File: config.mk
export PLATFORM = sky130hd
export DESIGN_NAME = clk_root_gen
export DESIGN_NICKNAME = d
export VERILOG_FILES = /design/src/rtl/clk_root_gen.sv
export SDC_FILE = /design/constraint.sdc
export NUM_CORES = 1
export LEC_CHECK = 0
export ABC_AREA = 1
export BUFFER_PORTS_ARGS = -buffer_cell sky130_fd_sc_hd__buf_4
export CAP_MARGIN = 20
export CELL_PAD_IN_SITES_DETAIL_PLACEMENT = 0
export CELL_PAD_IN_SITES_GLOBAL_PLACEMENT = 1
export CORE_ASPECT_RATIO = 1.75
export CORE_MARGIN = 1
export CORE_UTILIZATION = 42
export CTS_CLUSTER_DIAMETER = 200
export DETAILED_ROUTE_END_ITERATION = 7
export PLACE_DENSITY_LB_ADDON = 0.08
export SYNTH_ARGS = -nofsm -noshare
export SYNTH_HDL_FRONTEND = slang
export SYNTH_SLANG_ARGS = --single-unit
File: constraint.sdc
create_clock -name clk -period 4.4 [get_ports clk]
set_input_delay 0.66 -clock clk [delete_from_list [all_inputs] [get_ports clk]]
set_output_delay 0.66 -clock clk [all_outputs]
set_load 0.05 [all_outputs]
File: src/rtl/clk_root_gen.sv
module clk_root_gen #(
  parameter int HW   = 5,
  parameter int MNW  = 8,
  parameter int NSRC = 8
) (
  input  logic            clk,
  input  logic            rst_n,
  input  logic            bus_we,
  input  logic [4:0]      bus_addr,
  input  logic [31:0]     bus_wdata,
  output logic [31:0]     bus_rdata,
  input  logic [NSRC-1:0] src_en,
  output logic            clk_en,
  output logic            root_off
);
  localparam logic [4:0] A_CMD = 5'h00;
  localparam logic [4:0] A_CFG = 5'h04;
  localparam logic [4:0] A_M   = 5'h08;
  localparam logic [4:0] A_N   = 5'h0C;
  localparam logic [4:0] A_D   = 5'h10;
  localparam int SELW = 3;
  localparam int NSEL = 1 << SELW;
  localparam int NW   = MNW + 1;

  logic            upd_pend, loaded_q, root_en;
  logic [3:0]      dirty;
  logic [HW-1:0]   sh_h, act_h;
  logic [SELW-1:0] sh_sel, act_sel;
  logic [1:0]      sh_mode, act_mode;
  logic [MNW-1:0]  sh_m, sh_n, sh_d, act_m, act_ninv;
  logic [HW:0]     pre_acc;
  logic [NW:0]     mn_acc;
  logic [NSEL-1:0] src_vec;

  always_comb begin
    src_vec = '0;
    src_vec[NSRC-1:0] = src_en;
  end

  wire wr_cmd = bus_we && (bus_addr == A_CMD);
  wire wr_cfg = bus_we && (bus_addr == A_CFG);
  wire wr_m   = bus_we && (bus_addr == A_M);
  wire wr_n   = bus_we && (bus_addr == A_N);
  wire wr_d   = bus_we && (bus_addr == A_D);
  wire commit = upd_pend && !loaded_q;

  wire running = (root_en || upd_pend) && src_vec[act_sel];
  assign root_off = !running;

  wire [MNW-1:0] act_nm  = ~act_ninv;
  wire [NW-1:0]  act_n   = {1'b0, act_nm} + {1'b0, act_m};
  wire [NW:0]    n_ext   = {1'b0, act_n};
  wire [HW:0]    h_lim   = {1'b0, act_h} + {{HW{1'b0}}, 1'b1};
  wire [HW:0]    pre_nxt = pre_acc + {{(HW-1){1'b0}}, 2'b10};
  wire           pre_tick = (act_h == '0) || (pre_nxt >= h_lim);
  wire [NW:0]    mn_sum  = mn_acc + {2'b00, act_m};
  wire           mn_on   = (act_mode != 2'b00);
  wire           mn_hit  = (act_n == '0) || (mn_sum >= n_ext);
  wire           out_now = pre_tick && (!mn_on || mn_hit);

  always_ff @(posedge clk or negedge rst_n) begin
    if (!rst_n) begin
      upd_pend <= 1'b0;
      loaded_q <= 1'b0;
      root_en  <= 1'b0;
      dirty    <= '0;
      sh_h     <= '0;
      sh_sel   <= '0;
      sh_mode  <= '0;
      sh_m     <= '0;
      sh_n     <= '0;
      sh_d     <= '0;
      act_h    <= '0;
      act_sel  <= '0;
      act_mode <= '0;
      act_m    <= '0;
      act_ninv <= '0;
    end else begin
      if (commit) begin
        act_h    <= sh_h;
        act_sel  <= sh_sel;
        act_mode <= sh_mode;
        act_m    <= sh_m;
        act_ninv <= sh_n;
        dirty    <= '0;
        loaded_q <= 1'b1;
      end else if (loaded_q) begin
        upd_pend <= 1'b0;
        loaded_q <= 1'b0;
      end
      if (wr_cmd) begin
        root_en <= bus_wdata[1];
        if (bus_wdata[0]) upd_pend <= 1'b1;
      end
      if (wr_cfg) begin
        sh_h     <= bus_wdata[HW-1:0];
        sh_sel   <= bus_wdata[10:8];
        sh_mode  <= bus_wdata[13:12];
        dirty[0] <= 1'b1;
      end
      if (wr_n) begin
        sh_n     <= bus_wdata[MNW-1:0];
        dirty[1] <= 1'b1;
      end
      if (wr_m) begin
        sh_m     <= bus_wdata[MNW-1:0];
        dirty[2] <= 1'b1;
      end
      if (wr_d) begin
        sh_d     <= bus_wdata[MNW-1:0];
        dirty[3] <= 1'b1;
      end
    end
  end

  always_ff @(posedge clk or negedge rst_n) begin
    if (!rst_n) begin
      pre_acc <= '0;
      mn_acc  <= '0;
      clk_en  <= 1'b0;
    end else begin
      clk_en <= running && out_now;
      if (commit) begin
        pre_acc <= '0;
        mn_acc  <= '0;
      end else if (running) begin
        if (act_h != '0)
          pre_acc <= pre_tick ? (pre_nxt - h_lim) : pre_nxt;
        if (pre_tick && mn_on)
          mn_acc <= mn_hit ? ((act_n == '0) ? '0 : (mn_sum - n_ext)) : mn_sum;
      end
    end
  end

  always_comb begin
    bus_rdata = '0;
    case (bus_addr)
      A_CMD: begin
        bus_rdata[31]  = root_off;
        bus_rdata[7:4] = dirty;
        bus_rdata[1]   = root_en;
        bus_rdata[0]   = upd_pend;
      end
      A_CFG: begin
        bus_rdata[HW-1:0] = sh_h;
        bus_rdata[10:8]   = sh_sel;
        bus_rdata[13:12]  = sh_mode;
      end
      A_M:     bus_rdata[MNW-1:0] = sh_m;
      A_N:     bus_rdata[MNW-1:0] = sh_n;
      A_D:     bus_rdata[MNW-1:0] = sh_d;
      default: bus_rdata = '0;
    endcase
  end

  assert_off_quiet_R5: assert property (@(posedge clk) disable iff (!rst_n)
    root_off |=> !clk_en);

  assert_update_clears_R2: assert property (@(posedge clk) disable iff (!rst_n)
    (loaded_q && !(wr_cmd && bus_wdata[0])) |=> !upd_pend);

  assert_active_held_R3: assert property (@(posedge clk) disable iff (!rst_n)
    !commit |=> $stable({act_h, act_sel, act_mode, act_m, act_ninv}));

  assert_dirty_cleared_R4: assert property (@(posedge clk) disable iff (!rst_n)
    (commit && !bus_we) |=> (dirty == 4'b0000));

  assert_pre_range_R6: assert property (@(posedge clk) disable iff (!rst_n)
    (act_h != '0) |-> (pre_acc < h_lim));

  assert_mn_range_R7: assert property (@(posedge clk) disable iff (!rst_n)
    (act_n != '0) |-> (mn_acc < n_ext));

endmodule

==> results.cfg <==
[cts]
cts_tree = done
numCtsBuffers = 9
clockRootBuffer = clkbuf_16
cts_resized = 0
clk_latency_ns = 0.34
cts_htree_levels = 3
cts_hold_buffers = 0
clkSinkCount = 84
cts_buffer_depth = 2
cts.clk_slew.worst_paths_ns = 0.07
post_cts_buffers = 0

[floorplan]
num_io_pins = 82
die_x_um = 88.5
fp.dieH_um = 153
initial_core_util = 0.428
rows = 55
coreArea_mm2 = 0.0129
die-area_mm2 = 0.0136

[synth]
synth_seq_cells = 84
async_flop_share = 1.00
syn-instance-count = 748
syn_area_mm2 = 0.00550
synth_cell_types = 38
synth_seq_area_share = 0.382
synthFlopType = dfrtp_1
yosysWarnings = 0
syn-mean-instance-area_um2 = 7.36
synth_edf_count = 0

[pwr]
power.density_mw_per_mm2 = 867
p_sw_uw = 2680
intPower_uw = 2740
power_frac_seq = 0.214
vdd_drop_max_v = 0.000284
leakagePower_uw = 0.00342
p_clk_frac = 0.144
power_switching_share = 0.494
combPwrFrac = 0.642

[place]
dpl.hpwl_mm = 10.0
portBuffers = 44
finalWeightedCongestion = 0.810
placed_cell_area_mm2 = 0.00592

[routing]
dr_wl_met3_um = 276
drt_first_iter_violations = 216
via_per_inst = 4.93
dr.pass1.iters = 4
wl_met1_mm = 5.59
routed_wl_mm = 13.1
wire_per_inst_um = 13.5
drc = 0
route.vias.total = 4761
antenna_left = 0
top_layer = met4
met2WireLength_mm = 6.84

[setup_path]
crit_family = simple AND/OR/NAND/NOR gates
worstPathRequired_ns = 4.68
arrival_ns = 3.91
cp_slowest_stage_delay_ns = 0.49
crit_type = flip-flop to flip-flop
critPathCaptureType = flip-flop
critPathMaxFanout = 20
cp-start-kind = flip-flop
path_buf_inv = 4
slowest_stage = o21ai_0
cp_common_cell = nand2_1
worstPathCellList = ha_1 > inv_1 > fa_1 > o21ai_0 > nand2_1 > nand2_1 > nand2_1 > nand2_1 > nand2_1 > nand2_1 > inv_1 > ha_1 > nand2_1 > inv_1 > a21oi_1 > nand2_1 > nand2_1 > nand2_1 > nor2_2 > buf_4 > nor2_1 > nor2_1 > nand2_1 > nand2_1

[timing]
slew_violations = 0
whs_ns = 0.238
min_period_ns = 3.63
fmax_ghz = 0.276
fin_tns_setup_ns = 0
rsz0062_at_grt = no
fin_skew_ns = 0.0105
period_share = 0.825
slew_headroom = 0.398
setup_viol = 0
hold_viol_final = 0
worst_slew_pin_slew_ns = 0.903

[worst_hold_path]
hold_path.class = primary input to asynchronous set/reset pin

[global_route]
grt_max_degree = 85
track_usage = 0.209
antenna_found_initial = 0
grt_pass1_wl_mm = 22.2
gr-total-overflow = 0
grt_pass1_vias = 4747

[final_layout]
area_delta_synth_final_pct = 13.6
final_nets = 876
drive_above_1_share = 0.0931
diodes = 0
nFillCells = 1357
stdcell_area_mm2 = 0.00625

[run_status]
outcome = finished clean

[run]
drv_cap = 0
cells in the mapped netlist, types with 3 or more instances:
master	count	area, µm²
nor2_2	3	18.8
dfrtp_1	84	2100
o22ai_1	7	43.8
a221o_1	4	40.0
xor2_1	13	114
nor2_1	54	203
inv_1	110	413
nand3b_1	7	52.6
ha_1	34	425
xnor2_1	7	61.3
a21o_1	3	22.5
nand3_1	40	200
clkbuf_1	10	37.5
a21oi_1	26	130
o21ai_0	73	365
nand2_1	212	796
buf_4	20	150
nand4_1	9	56.3
fa_1	4	80.1
logic make-up (layout without fill, tap and decap cells):
family                     Yosys count  count (layout)  share of synthesized area
AOI/OAI and AO/OA                  125             125                      0.126
xor gates and xnor gates            20              20                     0.0318
adders and majority gates           38              38                     0.0919
buffers and inverters              146             176                      0.114
DFF                                 84              84                      0.382
other                                1              18                   0.000681
and+or+nand+nor                    334             334                      0.254
power groups by stage:
stage / clock network (µW) / logic (µW) / registers, µW
floorplan: 0 / 2790 / 1150
global placement: 0 / 3450 / 1170
detailed placement: 0 / 3470 / 1170
CTS: 796 / 3500 / 1160
global route: 830 / 4000 / 1190
finish: 778 / 3480 / 1160
flip-flops by register name, indices dropped and copies added (netlist names), 4 cells and up:
register  count
mn_acc       10
act_m         8
sh_d          8
pre_acc       6
act_h         5
sh_m          8
sh_h          5
dirty         4
sh_n          8
act_ninv      8
placed cells by master, fill, tap and decap left out, types with 3 or more instances in the layout:
cell and count:
a221o_1 4, a21o_1 3, nand3_1 40, buf_4 46, nand2_1 212, conb_1 18, xor2_1 13, o21ai_0 73
fa_1 4, o22ai_1 7, clkinvlp_4 3, nor2_1 54, nand3b_1 7, dfrtp_1 84, inv_1 110, xnor2_1 7
clkbuf_16 9, nor2_2 3, ha_1 34, a21oi_1 26, nand4_1 9
routing by layer:
metal  vias up  global-route usage
li1       2442                   -
met1      2227               0.253
met2        72               0.368
met3        20              0.0302
met4         0              0.0737
met5         -                   0
per-stage QoR:
| step | instances | util | setup WS (ns) | power, µW |
|---|---|---|---|---|
| 3_5_place_dp | 949 | 0.460 | 0.745 | 4650 |
| 4_1_cts | 965 | 0.484 | 0.730 | 5460 |
| 5_1_grt | 966 | 0.486 | 0.421 | 6020 |
| 6_report | 966 | 0.486 | 0.770 | 5420 |
| 3_3_place_gp | 949 | 0.460 | 0.758 | 4610 |
| 2_1_floorplan | 765 | - | 1.37 | 3930 |
worst paths after layout:
| kind | from | end | slack (ns) | cells past startpoint |
|---|---|---|---|---|
| setup / recovery | act_m[0] | mn_acc[6] | 0.77 | 24 |
| hold / removal | rst_n | sh_d[7] | 0.24 | 1 |
| setup reg to reg | act_m[0] | mn_acc[6] | 0.77 | 24 |
| hold reg to reg | sh_h[4] | sh_h[4] | 0.49 | 2 |
| max in group asynchronous | rst_n | mn_acc[9] | 3.54 | 2 |
| min in group clk | sh_h[4] | sh_h[4] | 0.49 | 2 |
final cells by class:
class	count	area [µm²]	share of cell area
timing repair buffer	47	373	0.0597
sequential	84	2100	0.336
tap	171	214	0.0342
inverter	113	424	0.0679
clock buffer	10	229	0.0366
clock inverter	6	70.1	0.0112
multi-input combinational	535	2840	0.454
Power figures use the tool's default switching activity.
